File: config.mk
export PLATFORM = sky130hd
export DESIGN_NAME = dma_regbank
export DESIGN_NICKNAME = d
export VERILOG_FILES = /design/src/rtl/dmarb_pkg.sv /design/src/rtl/dmarb_apb_decode.sv /design/src/rtl/dmarb_chan_regs.sv /design/src/rtl/dmarb_flag_bank.sv /design/src/rtl/dma_regbank.sv
export SDC_FILE = /design/constraint.sdc
export NUM_CORES = 2
export LEC_CHECK = 0
export ABC_AREA = 1
export CORE_AREA = 2 2 338 340
export CTS_CLUSTER_SIZE = 30
export DETAILED_ROUTE_END_ITERATION = 10
export DIE_AREA = 0 0 340 342
export PLACE_DENSITY = 0.51
export SETUP_SLACK_MARGIN = 0.05
export SYNTH_ARGS = -nofsm -noshare
export SYNTH_HDL_FRONTEND = slang
export SYNTH_SLANG_ARGS = --single-unit
export TNS_END_PERCENT = 50
File: constraint.sdc
create_clock -name clk -period 4.15 [get_ports clk]
set_input_delay 1.245 -clock clk [delete_from_list [all_inputs] [get_ports clk]]
set_output_delay 1.245 -clock clk [all_outputs]
set_load 0.05 [all_outputs]
File: src/rtl/dmarb_pkg.sv
package dmarb_pkg;

    localparam int DATA_W   = 32;
    localparam int CFG_W    = 15;
    localparam int CNT_W    = 16;
    localparam int NIB_W    = 4;
    localparam int OFF_STAT = 'h00;
    localparam int OFF_CLR  = 'h04;
    localparam int GRP_BASE = 'h08;
    localparam int GRP_STEP = 'h14;

    typedef struct packed {
        logic       m2m;
        logic [1:0] prio;
        logic [1:0] msize;
        logic [1:0] psize;
        logic       mstep;
        logic       pstep;
        logic       wrap;
        logic       dir;
        logic       fault_ie;
        logic       half_ie;
        logic       done_ie;
        logic       run;
    } ctrl_t;

    typedef struct packed {
        logic fault;
        logic half;
        logic done;
    } flags_t;

    function automatic logic [NIB_W-1:0] pack_nibble(flags_t f);
        return {f.fault, f.half, f.done, (f.fault | f.half | f.done)};
    endfunction

    function automatic logic want_irq(flags_t f, ctrl_t c);
        return (f.done & c.done_ie) | (f.half & c.half_ie) | (f.fault & c.fault_ie);
    endfunction

endpackage

File: src/rtl/dmarb_apb_decode.sv
module dmarb_apb_decode
    import dmarb_pkg::*;
#(
    parameter int ADDR_W = 8
) (
    input  logic              psel,
    input  logic              penable,
    input  logic              pwrite,
    input  logic [ADDR_W-1:0] paddr,
    output logic              wr_go,
    output logic              rd_sel,
    output logic              stat_hit,
    output logic              clr_hit
);
    localparam logic [ADDR_W-1:0] STAT_A = ADDR_W'(OFF_STAT);
    localparam logic [ADDR_W-1:0] CLR_A  = ADDR_W'(OFF_CLR);

    always_comb begin
        wr_go    = psel & penable & pwrite;
        rd_sel   = psel & ~pwrite;
        stat_hit = (paddr == STAT_A);
        clr_hit  = (paddr == CLR_A);
    end
endmodule

File: src/rtl/dmarb_chan_regs.sv
module dmarb_chan_regs
    import dmarb_pkg::*;
#(
    parameter int ADDR_W = 8,
    parameter int CH_IDX = 0
) (
    input  logic              clk,
    input  logic              rst,
    input  logic              wr_go,
    input  logic              rd_sel,
    input  logic [ADDR_W-1:0] paddr,
    input  logic [DATA_W-1:0] pwdata,
    input  logic              fault_ev,
    output ctrl_t             ctrl_q,
    output logic [CNT_W-1:0]  cnt_q,
    output logic [DATA_W-1:0] pa_q,
    output logic [DATA_W-1:0] ma_q,
    output logic              hit,
    output logic [DATA_W-1:0] rd_data
);
    localparam int BASE = GRP_BASE + GRP_STEP * CH_IDX;
    localparam logic [ADDR_W-1:0] A_CTRL = ADDR_W'(BASE);
    localparam logic [ADDR_W-1:0] A_CNT  = ADDR_W'(BASE + 4);
    localparam logic [ADDR_W-1:0] A_PA   = ADDR_W'(BASE + 8);
    localparam logic [ADDR_W-1:0] A_MA   = ADDR_W'(BASE + 12);

    logic  h_ctrl, h_cnt, h_pa, h_ma;
    ctrl_t ctrl_nx;

    always_comb begin
        h_ctrl = (paddr == A_CTRL);
        h_cnt  = (paddr == A_CNT);
        h_pa   = (paddr == A_PA);
        h_ma   = (paddr == A_MA);
        hit    = h_ctrl | h_cnt | h_pa | h_ma;
    end

    // Fault from the engine overrides any software write of the run bit.
    always_comb begin
        ctrl_nx = ctrl_q;
        if (wr_go && h_ctrl) ctrl_nx = ctrl_t'(pwdata[CFG_W-1:0]);
        if (fault_ev)        ctrl_nx.run = 1'b0;
    end

    always_ff @(posedge clk) begin
        if (rst) begin
            ctrl_q <= '0;
            cnt_q  <= '0;
            pa_q   <= '0;
            ma_q   <= '0;
        end else begin
            ctrl_q <= ctrl_nx;
            if (wr_go && h_cnt) cnt_q <= pwdata[CNT_W-1:0];
            if (wr_go && h_pa)  pa_q  <= pwdata;
            if (wr_go && h_ma)  ma_q  <= pwdata;
        end
    end

    always_comb begin
        rd_data = '0;
        if (rd_sel) begin
            if (h_ctrl) rd_data = {{(DATA_W-CFG_W){1'b0}}, ctrl_q};
            if (h_cnt)  rd_data = {{(DATA_W-CNT_W){1'b0}}, cnt_q};
            if (h_pa)   rd_data = pa_q;
            if (h_ma)   rd_data = ma_q;
        end
    end

    a_r9_fault_stops_run: assert property (@(posedge clk) disable iff (rst)
        fault_ev |=> !ctrl_q.run);

    a_r8_ctrl_upper_zero: assert property (@(posedge clk) disable iff (rst)
        (rd_sel && h_ctrl) |-> (rd_data[DATA_W-1:CFG_W] == '0));

endmodule

File: src/rtl/dmarb_flag_bank.sv
module dmarb_flag_bank
    import dmarb_pkg::*;
#(
    parameter int NUM_CH = 8
) (
    input  logic              clk,
    input  logic              rst,
    input  logic [NUM_CH-1:0] ev_done,
    input  logic [NUM_CH-1:0] ev_half,
    input  logic [NUM_CH-1:0] ev_fault,
    input  logic              clr_go,
    input  logic [NUM_CH-1:0] clr_done,
    input  logic [NUM_CH-1:0] clr_half,
    input  logic [NUM_CH-1:0] clr_fault,
    input  ctrl_t             ctrl [NUM_CH],
    output logic [DATA_W-1:0] stat,
    output logic [NUM_CH-1:0] irq
);
    flags_t fl [NUM_CH];

    for (genvar i = 0; i < NUM_CH; i++) begin : g_ch
        logic wipe_d, wipe_h, wipe_f;
        assign wipe_d = clr_go & clr_done[i];
        assign wipe_h = clr_go & clr_half[i];
        assign wipe_f = clr_go & clr_fault[i];

        // A new event takes priority over a clear on the same edge.
        always_ff @(posedge clk) begin
            if (rst) begin
                fl[i] <= '0;
            end else begin
                fl[i].done  <= ev_done[i]  | (fl[i].done  & ~wipe_d);
                fl[i].half  <= ev_half[i]  | (fl[i].half  & ~wipe_h);
                fl[i].fault <= ev_fault[i] | (fl[i].fault & ~wipe_f);
            end
        end

        assign irq[i] = want_irq(fl[i], ctrl[i]);

        a_r2_done_sticks: assert property (@(posedge clk) disable iff (rst)
            ev_done[i] |=> fl[i].done);
        a_r5_event_beats_clear: assert property (@(posedge clk) disable iff (rst)
            (ev_fault[i] && wipe_f) |=> fl[i].fault);
        a_r4_clear_drops: assert property (@(posedge clk) disable iff (rst)
            (wipe_h && !ev_half[i]) |=> !fl[i].half);
        a_r6_irq_needs_flag: assert property (@(posedge clk) disable iff (rst)
            irq[i] |-> (fl[i] != '0));
    end

    always_comb begin
        stat = '0;
        for (int i = 0; i < NUM_CH; i++) stat[NIB_W*i +: NIB_W] = pack_nibble(fl[i]);
    end

endmodule

File: src/rtl/dma_regbank.sv
module dma_regbank
    import dmarb_pkg::*;
#(
    parameter int NUM_CH = 8,
    parameter int ADDR_W = 8
) (
    input  logic                     clk,
    input  logic                     rst,
    input  logic                     psel,
    input  logic                     penable,
    input  logic                     pwrite,
    input  logic [ADDR_W-1:0]        paddr,
    input  logic [31:0]              pwdata,
    output logic [31:0]              prdata,
    input  logic [NUM_CH-1:0]        ev_done,
    input  logic [NUM_CH-1:0]        ev_half,
    input  logic [NUM_CH-1:0]        ev_fault,
    output logic [NUM_CH-1:0]        irq,
    output logic [NUM_CH*15-1:0]     cfg_o,
    output logic [NUM_CH*16-1:0]     cnt_o,
    output logic [NUM_CH*32-1:0]     per_addr_o,
    output logic [NUM_CH*32-1:0]     mem_addr_o
);
    logic wr_go, rd_sel, stat_hit, clr_hit;
    logic [NUM_CH-1:0] ch_hit;
    logic [NUM_CH-1:0] clr_d, clr_h, clr_f;
    logic [DATA_W-1:0] ch_rd [NUM_CH];
    logic [DATA_W-1:0] stat;
    ctrl_t             ctrl [NUM_CH];

    dmarb_apb_decode #(.ADDR_W(ADDR_W)) u_dec (
        .psel(psel), .penable(penable), .pwrite(pwrite), .paddr(paddr),
        .wr_go(wr_go), .rd_sel(rd_sel), .stat_hit(stat_hit), .clr_hit(clr_hit)
    );

    for (genvar i = 0; i < NUM_CH; i++) begin : g_grp
        logic [CNT_W-1:0]  cnt_w;
        logic [DATA_W-1:0] pa_w, ma_w;

        dmarb_chan_regs #(.ADDR_W(ADDR_W), .CH_IDX(i)) u_regs (
            .clk(clk), .rst(rst), .wr_go(wr_go), .rd_sel(rd_sel),
            .paddr(paddr), .pwdata(pwdata), .fault_ev(ev_fault[i]),
            .ctrl_q(ctrl[i]), .cnt_q(cnt_w), .pa_q(pa_w), .ma_q(ma_w),
            .hit(ch_hit[i]), .rd_data(ch_rd[i])
        );

        assign cfg_o[CFG_W*i +: CFG_W]       = ctrl[i];
        assign cnt_o[CNT_W*i +: CNT_W]       = cnt_w;
        assign per_addr_o[DATA_W*i +: DATA_W] = pa_w;
        assign mem_addr_o[DATA_W*i +: DATA_W] = ma_w;

        assign clr_d[i] = pwdata[NIB_W*i + 1];
        assign clr_h[i] = pwdata[NIB_W*i + 2];
        assign clr_f[i] = pwdata[NIB_W*i + 3];
    end

    dmarb_flag_bank #(.NUM_CH(NUM_CH)) u_flags (
        .clk(clk), .rst(rst),
        .ev_done(ev_done), .ev_half(ev_half), .ev_fault(ev_fault),
        .clr_go(wr_go & clr_hit),
        .clr_done(clr_d), .clr_half(clr_h), .clr_fault(clr_f),
        .ctrl(ctrl), .stat(stat), .irq(irq)
    );

    always_comb begin
        prdata = '0;
        if (rd_sel && stat_hit) prdata = stat;
        for (int i = 0; i < NUM_CH; i++) prdata = prdata | ch_rd[i];
    end

    a_r10_unmapped_zero: assert property (@(posedge clk) disable iff (rst)
        (rd_sel && !stat_hit && (ch_hit == '0)) |-> (prdata == '0));

    a_r1_quiet_after_reset: assert property (@(posedge clk)
        $past(rst) |-> (irq == '0));

endmodule

==> impl_metrics.tcl <==
set metrics [dict create \
    numCtsBuffers 93 \
    layout-drive-gt1-share_pct 18.0 \
    clock_latency_ps 690 \
    setup_viol 32 \
    drc 0 \
    grt_pass1_wl_mm 306 \
    post_synth_fa_ha_maj_area_fraction_pct 0 \
    synth_top_family_by_area "simple AND/OR/NAND/NOR gates" \
    drt_first_pass_iters 7 \
    vias 41000 \
    cts.sinks 784 \
    syn_area_per_cell_um2 7.06 \
    fin_nets 6104 \
    htree_num_levels 3 \
    p_total_mw 17.2 \
    wl_per_cell_um 29.5 \
    grt_setup_unrepaired "true" \
    syn2layout_area_growth_pct 56.7 \
    grt_pass1_vias 38100 \
    status "complete, but fails checks" \
    yosysWarnings 0 \
    die_area_um2 116000 \
    p_clk_share_pct 50.9 \
    hold_violations 0 \
    ir_drop_mv 0.310 \
    power_density_nw_per_um2 316 \
    ys_ff_latch 784 \
    synth_commonest_cells "nand2_1, nor2_1, dfxtp_1" \
    synth-main-ff-cell "dfxtp_1" \
    viasPerCell 5.37 \
    fin_area_um2 54500 \
    drv_cap 0 \
    fin_worst_skew_ps 0 \
    postRouteAntennaNets 0 \
    end_kind "output pin" \
    synthTopCellsByArea "dfxtp_1, nand2_1, a211oi_1, nor2_1, nand3_1" \
    synthArstFlopShare_pct 0 \
    violations "negative setup slack" \
    synth_xor_area_share_pct 0 \
    max_freq_ghz 0.218 \
    ctsHoldBuffers 0 \
    synth_compound_gate_area_share_pct 18.1 \
    required_ps 2900 \
    cts_root_buf "clkbuf_16" \
    finalWirelength_mm 225 \
    slew_headroom_pct 30.2 \
    crit_type "input pin to output pin" \
    p_leak_nw 20.2 \
    die_h_um 342 \
    synth_edf_count 0 \
    setup_ws_ps -448 \
    synth_top_area_cell "dfxtp_1" \
    synth.most_common_cell "nand2_1" \
    place.gp.congestion 0.950 \
    place_hpwl_mm 171 \
    drv_slew 0 \
    seqPwrFrac_pct 44.0 \
    p_int_mw 13.0 \
    clkTransAtPathRegs_ps 60 \
    clock_path_buffers 3 \
    num_io_pins 869 \
    pwr-share-comb_pct 5.1 \
    fillers 11200 \
    syn_inst 4926 \
    arrival_ps 3350 \
    grt-ovfl-total 0 \
    finish.utilization_pct 48.2 \
    yosysUniqueCellTypes 31 \
    antenna_found_initial 18 \
    tritoncts "done" \
    switchingPower_mw 4.27 \
    die_w_um 340 \
    synth-simple-area-share_pct 26.9 \
    whs_ps 475 \
    seq_area_frac_synth_pct 45.1 \
    synthMuxAreaShare_pct 0 \
    tightest_slew_ps 1040 \
    placement.cell_area_um2 48300 \
    coreArea_um2 113000 \
    grt_max_degree 89 \
    crit_path_max_fanout 6 \
    netSwitchingFraction_pct 24.7 \
    grt_usage_pct 37.0 \
    cp-start-kind "input pin" \
    dp_slack_ps -1360 \
    portBuffers 868 \
    synth_area_um2 34800 \
    hp-class "flip-flop to flip-flop" \
    start_util_pct 30.8 \
    fin_crit_sh_pct 111 \
    syn_nets 4995 \
    min_period_ps 4600 \
    drt_iter0_markers 4165 \
    rows 124 \
    synth_top_area_share_pct 45.1 \
]
-- worst max-delay path: stages --
cell and delay [ps]:
buf_8 100, nor2_4 170, buf_6 150, buf_6 110, nand3_4 160, buf_6 190, nor2_4 110, buf_12 130
buf_6 100, buf_6 100, nand2_2 40, o211ai_1 170, nor2_1 110, nand3_2 90, nand2_1 60, nand2_2 140
buf_12 150
-- cell usage in the layout, fill, tap and decap left out, types with 75 or more instances in the layout --
master | Yosys | final
buf_4 | 8 | 408
buf_12 | 0 | 115
clkdlybuf4s50_1 | 0 | 827
inv_1 | 440 | 431
clkbuf_16 | 0 | 100
a21oi_1 | 328 | 328
nand3_1 | 465 | 440
nand2_2 | 11 | 126
nor2_1 | 792 | 715
o22ai_1 | 89 | 75
nand2_1 | 947 | 797
dfxtp_1 | 784 | 784
a211oi_1 | 448 | 448
-- power by group through the flow --
stage	clock network (mW)	logic [mW]	registers (mW)
floorplan	0	0.316	7.74
global placement	0	0.786	7.75
detailed placement	0	0.783	7.75
CTS	8.83	0.848	7.59
global route	9.14	0.888	7.59
finish	8.78	0.877	7.59
-- metal layers --
| metal | vias up | share of wire, % | GRT usage (%) |
|---|---|---|---|
| met2 | 2194 | 46 | 60.0 |
| li1 | 18600 | - | - |
| met3 | 445 | 9.9 | 10.6 |
| met4 | 16 | 5.7 | 17.5 |
| met1 | 19800 | 39 | 45.1 |
| met5 | - | 0.045 | 0 |
-- final timing paths --
path	start	end	slack [ps]	cells past startpoint
max	paddr[1]	prdata[10]	-450	17
min	g_grp[4].u_regs.ma_q[8]	g_grp[4].u_regs.ma_q[8]	470	2
max reg2reg	u_flags.fl[2][2]	u_flags.fl[2][2]	2960	2
min reg2reg	g_grp[4].u_regs.ma_q[8]	g_grp[4].u_regs.ma_q[8]	470	2
-- through the flow --
| stage | setup TNS, ps | cells |
|---|---|---|
| finish | -11090 | 7625 |
| CTS | -9780 | 7596 |
| floorplan | 0 | 4926 |
| global route | -12670 | 7623 |
| detailed placement | -34190 | 7342 |
| global placement | -35190 | 7342 |
-- sequential cells by signal, summed over array words and instances, names as in the netlist --
signal	cells
g_grp.u_regs.cnt_q	128
g_grp.u_regs.ctrl_q	120
g_grp.u_regs.ma_q	256
g_grp.u_regs.pa_q	256
u_flags.fl	24
-- cells by family (layout without fill, tap and decap cells) --
kind of cell | after synthesis | in the layout
and+or+nand+nor | 2278 | 2278
AOI/OAI and AO/OA | 993 | 993
buffers and inverters | 871 | 2053
DFF | 784 | 784
other | 0 | 5
-- layout make-up --
| cell class | instances | area, µm² | area share, % |
|---|---|---|---|
| Timing Repair Buffer | 1436 | 14900 | 27.4 |
| Tap cell | 1512 | 1890 | 3.47 |
| Sequential cell | 784 | 15700 | 28.8 |
| Antenna cell | 5 | 12.5 | 0.0230 |
| Multi-Input combinational cell | 3271 | 17100 | 31.3 |
| Inverter | 449 | 1720 | 3.16 |
| Clock buffer | 132 | 2740 | 5.02 |
| Clock inverter | 36 | 468 | 0.858 |
-- repair_timing --
action | CTS | global route
gates resized for setup | 464 | 91
endpoints found under the setup margin | 32 | 32
cloned | 11 | 3
setup buffers | 80 | 23
pin swaps | 93 | 72
Note: power is estimated with default switching activity, not from simulation.
